==> src/rtl/irq_pkg.sv <==
package irq_pkg;

    localparam int CTRL_W   = 8;
    localparam int NSRC     = 3;
    localparam int IDX_TMR  = 0;
    localparam int IDX_PORT = 1;
    localparam int IDX_EXT  = 2;

    // Control register image, bit 7 down to bit 0.
    typedef struct packed {
        logic            gie;
        logic            grp;
        logic [NSRC-1:0] en;
        logic [NSRC-1:0] fl;
    } ctrl_t;

    function automatic ctrl_t to_ctrl(input logic [CTRL_W-1:0] raw);
        return ctrl_t'(raw);
    endfunction

    function automatic logic core_pending(input ctrl_t c);
        return |(c.fl & c.en);
    endfunction

endpackage

==> src/rtl/irq_pin_edge.sv <==
module irq_pin_edge (
    input  logic clk,
    input  logic rst,
    input  logic pin,
    output logic rise
);
    logic prev_q;

    always_ff @(posedge clk) begin
        if (rst) prev_q <= 1'b0;
        else     prev_q <= pin;
    end

    assign rise = pin & ~prev_q;
endmodule

==> src/rtl/irq_port_change.sv <==
module irq_port_change #(
    parameter int WIDTH = 6
) (
    input  logic             clk,
    input  logic             rst,
    input  logic [WIDTH-1:0] pins,
    output logic             changed
);
    logic [WIDTH-1:0] last_q;
    logic [WIDTH-1:0] diff;

    for (genvar b = 0; b < WIDTH; b++) begin : g_bit
        always_ff @(posedge clk) begin
            if (rst) last_q[b] <= 1'b0;
            else     last_q[b] <= pins[b];
        end
        assign diff[b] = pins[b] ^ last_q[b];
    end

    assign changed = |diff;
endmodule

==> src/rtl/irq_ctrl_reg.sv <==
module irq_ctrl_reg
    import irq_pkg::*;
(
    input  logic              clk,
    input  logic              rst,
    input  logic              wr_en,
    input  logic [CTRL_W-1:0] wr_data,
    input  logic [NSRC-1:0]   src_evt,
    input  logic              accept,
    input  logic              reti,
    output ctrl_t             ctrl,
    output logic              gie_clr_wr
);
    ctrl_t ctrl_q;
    ctrl_t wr_img;

    assign wr_img     = to_ctrl(wr_data);
    assign gie_clr_wr = wr_en & ~wr_img.gie;

    // Global enable: acceptance beats return, return beats software.
    always_ff @(posedge clk) begin
        if (rst)         ctrl_q.gie <= 1'b0;
        else if (accept) ctrl_q.gie <= 1'b0;
        else if (reti)   ctrl_q.gie <= 1'b1;
        else if (wr_en)  ctrl_q.gie <= wr_img.gie;
    end

    always_ff @(posedge clk) begin
        if (rst)        ctrl_q.grp <= 1'b0;
        else if (wr_en) ctrl_q.grp <= wr_img.grp;
    end

    for (genvar s = 0; s < NSRC; s++) begin : g_src
        always_ff @(posedge clk) begin
            if (rst)        ctrl_q.en[s] <= 1'b0;
            else if (wr_en) ctrl_q.en[s] <= wr_img.en[s];
        end

        // Hardware set has priority over a same-cycle software write.
        always_ff @(posedge clk) begin
            if (rst)             ctrl_q.fl[s] <= 1'b0;
            else if (src_evt[s]) ctrl_q.fl[s] <= 1'b1;
            else if (wr_en)      ctrl_q.fl[s] <= wr_img.fl[s];
        end

        a_r4_hw_set_wins: assert property (@(posedge clk) disable iff (rst)
            src_evt[s] |=> ctrl_q.fl[s]);
    end

    assign ctrl = ctrl_q;

    a_r8_gie_clears_on_accept: assert property (@(posedge clk) disable iff (rst)
        accept |=> !ctrl_q.gie);

    a_r9_reti_sets_gie: assert property (@(posedge clk) disable iff (rst)
        (reti && !accept) |=> ctrl_q.gie);
endmodule

==> src/rtl/irq_vec_arb.sv <==
module irq_vec_arb
    import irq_pkg::*;
#(
    parameter int              NPER     = 8,
    parameter int              PC_W     = 13,
    parameter logic [PC_W-1:0] VEC_ADDR = 'h0004
) (
    input  logic            clk,
    input  logic            rst,
    input  ctrl_t           ctrl,
    input  logic [NPER-1:0] periph_flag,
    input  logic [NPER-1:0] periph_en,
    input  logic            gie_clr_wr,
    input  logic            vec_ack,
    output logic            vec_req,
    output logic            accept,
    output logic            nop_inject,
    output logic            push_ret,
    output logic [PC_W-1:0] vec_addr
);
    logic [NPER-1:0] per_hit;
    logic            per_any;
    logic            pending;
    logic            req_q;
    logic            nop_q;

    for (genvar p = 0; p < NPER; p++) begin : g_per
        assign per_hit[p] = periph_flag[p] & periph_en[p];
    end

    assign per_any = ctrl.grp & (|per_hit);
    assign pending = core_pending(ctrl) | per_any;

    // Sampled once per cycle. A cycle that is being accepted does not re-arm.
    always_ff @(posedge clk) begin
        if (rst) begin
            req_q <= 1'b0;
            nop_q <= 1'b0;
        end else begin
            req_q <= ctrl.gie & pending & ~accept;
            nop_q <= gie_clr_wr;
        end
    end

    assign vec_req    = req_q & ~nop_q;
    assign nop_inject = nop_q;
    assign accept     = vec_req & vec_ack;
    assign push_ret   = accept;
    assign vec_addr   = accept ? VEC_ADDR : '0;

    a_r6_group_gate: assert property (@(posedge clk) disable iff (rst)
        (!ctrl.gie || (!core_pending(ctrl) && !ctrl.grp)) |=> !req_q);
endmodule

==> src/rtl/irq_ctrl_unit.sv <==
module irq_ctrl_unit
    import irq_pkg::*;
#(
    parameter int NPER   = 8,
    parameter int PORT_W = 6,
    parameter int PC_W   = 13
) (
    input  logic              clk,
    input  logic              rst,
    input  logic              reg_wr_en,
    input  logic [CTRL_W-1:0] reg_wr_data,
    output logic [CTRL_W-1:0] reg_rd_data,
    input  logic              ext_pin,
    input  logic [PORT_W-1:0] port_pins,
    input  logic              tmr_ovf,
    input  logic [NPER-1:0]   periph_flag,
    input  logic [NPER-1:0]   periph_en,
    input  logic              reti,
    input  logic              vec_ack,
    output logic              vec_req,
    output logic [PC_W-1:0]   vec_addr,
    output logic              push_ret,
    output logic              nop_inject
);
    localparam logic [PC_W-1:0] ENTRY = PC_W'(4);

    logic            ext_rise;
    logic            port_chg;
    logic [NSRC-1:0] src_evt;
    logic            accept;
    logic            gie_clr_wr;
    ctrl_t           ctrl;

    irq_pin_edge u_edge (
        .clk  (clk),
        .rst  (rst),
        .pin  (ext_pin),
        .rise (ext_rise)
    );

    irq_port_change #(.WIDTH(PORT_W)) u_pchg (
        .clk     (clk),
        .rst     (rst),
        .pins    (port_pins),
        .changed (port_chg)
    );

    always_comb begin
        src_evt           = '0;
        src_evt[IDX_EXT]  = ext_rise;
        src_evt[IDX_PORT] = port_chg;
        src_evt[IDX_TMR]  = tmr_ovf;
    end

    irq_ctrl_reg u_reg (
        .clk        (clk),
        .rst        (rst),
        .wr_en      (reg_wr_en),
        .wr_data    (reg_wr_data),
        .src_evt    (src_evt),
        .accept     (accept),
        .reti       (reti),
        .ctrl       (ctrl),
        .gie_clr_wr (gie_clr_wr)
    );

    irq_vec_arb #(.NPER(NPER), .PC_W(PC_W), .VEC_ADDR(ENTRY)) u_arb (
        .clk         (clk),
        .rst         (rst),
        .ctrl        (ctrl),
        .periph_flag (periph_flag),
        .periph_en   (periph_en),
        .gie_clr_wr  (gie_clr_wr),
        .vec_ack     (vec_ack),
        .vec_req     (vec_req),
        .accept      (accept),
        .nop_inject  (nop_inject),
        .push_ret    (push_ret),
        .vec_addr    (vec_addr)
    );

    assign reg_rd_data = ctrl;

    a_r7_no_vec_when_disabled: assert property (@(posedge clk) disable iff (rst)
        !reg_rd_data[CTRL_W-1] |=> !vec_req);

    a_r10_nop_blocks_vector: assert property (@(posedge clk) disable iff (rst)
        nop_inject |-> !vec_req);

    a_r11_no_push_without_req: assert property (@(posedge clk) disable iff (rst)
        !vec_req |-> (!push_ret && vec_addr == '0));

    a_r10_nop_one_cycle: assert property (@(posedge clk) disable iff (rst)
        (reg_wr_en && !reg_wr_data[CTRL_W-1]) |=> nop_inject);
endmodule

==> config.mk <==
export PLATFORM = sky130hd
export DESIGN_NAME = irq_ctrl_unit
export DESIGN_NICKNAME = d
export VERILOG_FILES = /design/src/rtl/irq_pkg.sv /design/src/rtl/irq_pin_edge.sv /design/src/rtl/irq_port_change.sv /design/src/rtl/irq_ctrl_reg.sv /design/src/rtl/irq_vec_arb.sv /design/src/rtl/irq_ctrl_unit.sv
export SDC_FILE = /design/constraint.sdc
export NUM_CORES = 1
export LEC_CHECK = 0
export ABC_AREA = 1
export BUFFER_PORTS_ARGS = -buffer_cell sky130_fd_sc_hd__buf_2
export CORE_MARGIN = 8
export CORE_UTILIZATION = 35
export DETAILED_ROUTE_END_ITERATION = 8
export GPL_TIMING_DRIVEN = 0
export PLACE_DENSITY = 0.72
export SYNTH_ARGS = -nofsm -noshare
export SYNTH_HDL_FRONTEND = slang
export SYNTH_SLANG_ARGS = --single-unit
==> constraint.sdc <==
create_clock -name clk -period 0.9 [get_ports clk]
set_input_delay 0.135 -clock clk [delete_from_list [all_inputs] [get_ports clk]]
set_output_delay 0.135 -clock clk [all_outputs]
set_load 0.01 [all_outputs]
==> impl_metrics.tcl <==
set metrics [dict create \
    worst_setup_end_kind "output port" \
    route.detailed.wl_per_inst_um 10.4 \
    cellPowerDensity_mw_per_mm2 1230 \
    met2WireLength_mm 1.04 \
    critPathRequiredTime_ns 0.76 \
    fp.dieW_um 65.2 \
    clock_insertion_delay_worst_skew_ns 0.28 \
    antenna_found_initial 0 \
    worst-setup-path-type "register to output port" \
    ff2ff_setup_slack_ns 0.04 \
    vias_per_cell 4.10 \
    wirelength_met1_um 904 \
    tritoncts "built" \
    startpoint_type "register" \
    timing_max_transition_violations_final 0 \
    num_vias 910 \
    seq_area_frac_synth 0.401 \
    commonest_cells_after_routing_fill_and_taps_aside "buf_2, nand2_1, nor2_1" \
    final_ant_viol_nets 0 \
    multi_input_comb_area_um2 398 \
    finalHoldViolCount 0 \
    cp_data_arrival_time_ns 1.05 \
    die-area_mm2 0.00425 \
    syn_to_final_growth_pct 59.3 \
    core_area_mm2 0.00239 \
    cpPeakStageDelay_ns 0.33 \
    initial_utilization 0.355 \
    num_rows 18 \
    synth_cell_type_count 17 \
    iter_0_drt_violations 10 \
    critical_path.max_fanout 2 \
    grt_max_degree 11 \
    htree_num_levels 1 \
    met3_length_um 343 \
    violated_checks "negative setup slack" \
    outcome "finished with violations" \
    dp_slack_ns -0.0441 \
    total_power_uw 1660 \
    gr-total-overflow 0 \
    rsz_0062_raised_after_global_routing "yes" \
    maxClockFrequency_mhz 847 \
    syn_area_per_cell_um2 6.84 \
    final.period_utilization 1.31 \
    timing.clock.skew_ns 0.000829 \
    cts.sinks 17 \
    place.gp.congestion 0.767 \
    synth.ff_latch_count 17 \
    max-cap-violations 0 \
    ctsRootBufferMaster "clkbuf_4" \
    top_layer "met4" \
    finalSetupViolCount 4 \
    post_synth_instance_area_um2 848 \
    power_leakage_uw 0.000765 \
    detailedPlacementHpwl_mm 1.84 \
    worstPathCellList "inv_2 -> nor2_4 -> nand2_2 -> inv_2 -> buf_6 -> buf_6" \
    cts.clk_slew.worst_paths_ns 0.09 \
    sequential_cell_area_um2 358 \
    clk_path_buf_depth 2 \
    route.final.wire_length_mm 2.30 \
    hold_buffers 0 \
    groute.usage.overall 0.105 \
    mapped_cells 124 \
    finish.net_count 230 \
    io_buffers 47 \
    synth-warning-count 0 \
    final.fill_count 242 \
    drive_above_1_share 0.495 \
    hold_class "input pin to register" \
    final_worst_slack_ns -0.281 \
    layout_min_cycle_time_ns 1.18 \
    grt_pass1_wl_mm 3.64 \
    cts-buffers-inserted 3 \
    drt-pass1-iter-count 2 \
    layout_commonest_cell "buf_2" \
    first_global_vias 910 \
    die_height_um 65.2 \
    critical_path.slowest_cell "dfxtp_2" \
    antenna_cells_inserted 0 \
    power.ir.vdd_worst_uv 840 \
    route.detailed.drc 0 \
    top_level_ports 61 \
]
[synthesized netlist by cell type]
cell type  count  share of area
a21oi_1        5          0.029
a21oi_2        1          0.010
buf_4         13           0.12
buf_6          1          0.013
clkbuf_1       1         0.0044
conb_1         1         0.0044
dfxtp_1       17           0.40
inv_1         16          0.071
inv_4          1         0.0074
nand2_1       30           0.13
nand3_1        2          0.012
nor2_1        24           0.11
o21ai_0        7          0.041
o21ai_2        1          0.010
or2_4          1          0.010
xnor2_1        2          0.021
xor2_1         1          0.010
[area by class of cell]
class / instances / share of cell area
buffer: 15 / 0.0861
clock buffer: 4 / 0.0194
inverter: 17 / 0.0491
multi-input combinational: 86 / 0.294
sequential: 17 / 0.265
tap: 30 / 0.0278
timing repair buffer: 53 / 0.258
[what timing repair did]
action	in CTS	in global routing
buffers inserted	6	1
cloned	0	0
resized for setup	14	21
pin swaps	2	6
setup endpoints to repair	12	16
[power breakdown]
group,internal (uW),switching (uW)
logic,234,190
clock network,172,228
registers,804,29.7
total,1210,448
[cells by family after synthesis]
kind of cell | after synthesis | share of synthesized area
AO/OA/AOI/OAI | 14 | 0.0914
AND/OR/NAND/NOR | 57 | 0.261
XOR/XNOR | 3 | 0.0310
flip-flops | 17 | 0.401
other | 1 | 0.00442
buffers and inverters | 32 | 0.211
[worst max-delay path: cells and delay by family (launching register included)]
family / cells / cell delay, ns
flops: 1 / 0.33
simple gates: 2 / 0.17
buf+inv: 4 / 0.27
[worst paths after layout]
path | startpoint | to | cells past startpoint
max | u_arb.req_q | vec_addr[2] | 6
min | ext_pin | u_edge.prev_q | 3
max reg2reg | u_arb.req_q | u_arb.req_q | 6
min reg2reg | u_reg.ctrl[0] | u_reg.ctrl[0] | 2
[layer usage]
metal | vias to the layer above | global-route usage
met1 | 382 | 0.0972
met2 | 44 | 0.192
li1 | 482 | -
met5 | - | 0
met3 | 2 | 0.0612
met4 | 0 | 0.0245
[sequential cells by signal (all words and copies together) (netlist names)]
signal            count
u_arb.req_q           1
u_arb.nop_inject      1
u_pchg.last_q         6
u_reg.ctrl            8
u_edge.prev_q         1
[stage by stage]
step	instances	TNS (ns)	utilization	area, um2	hold slack (ns)
6_report	222	-0.706	0.566	1350	0.0597
5_1_grt	222	-1.06	0.566	1350	0.0613
3_3_place_gp	212	-0.0278	0.490	1170	0.349
3_5_place_dp	212	-0.0441	0.490	1170	0.362
4_1_cts	222	-0.731	0.536	1280	0.0553
2_1_floorplan	135	-0.0168	-	896	0.242
Power figures use the tool's default switching activity.
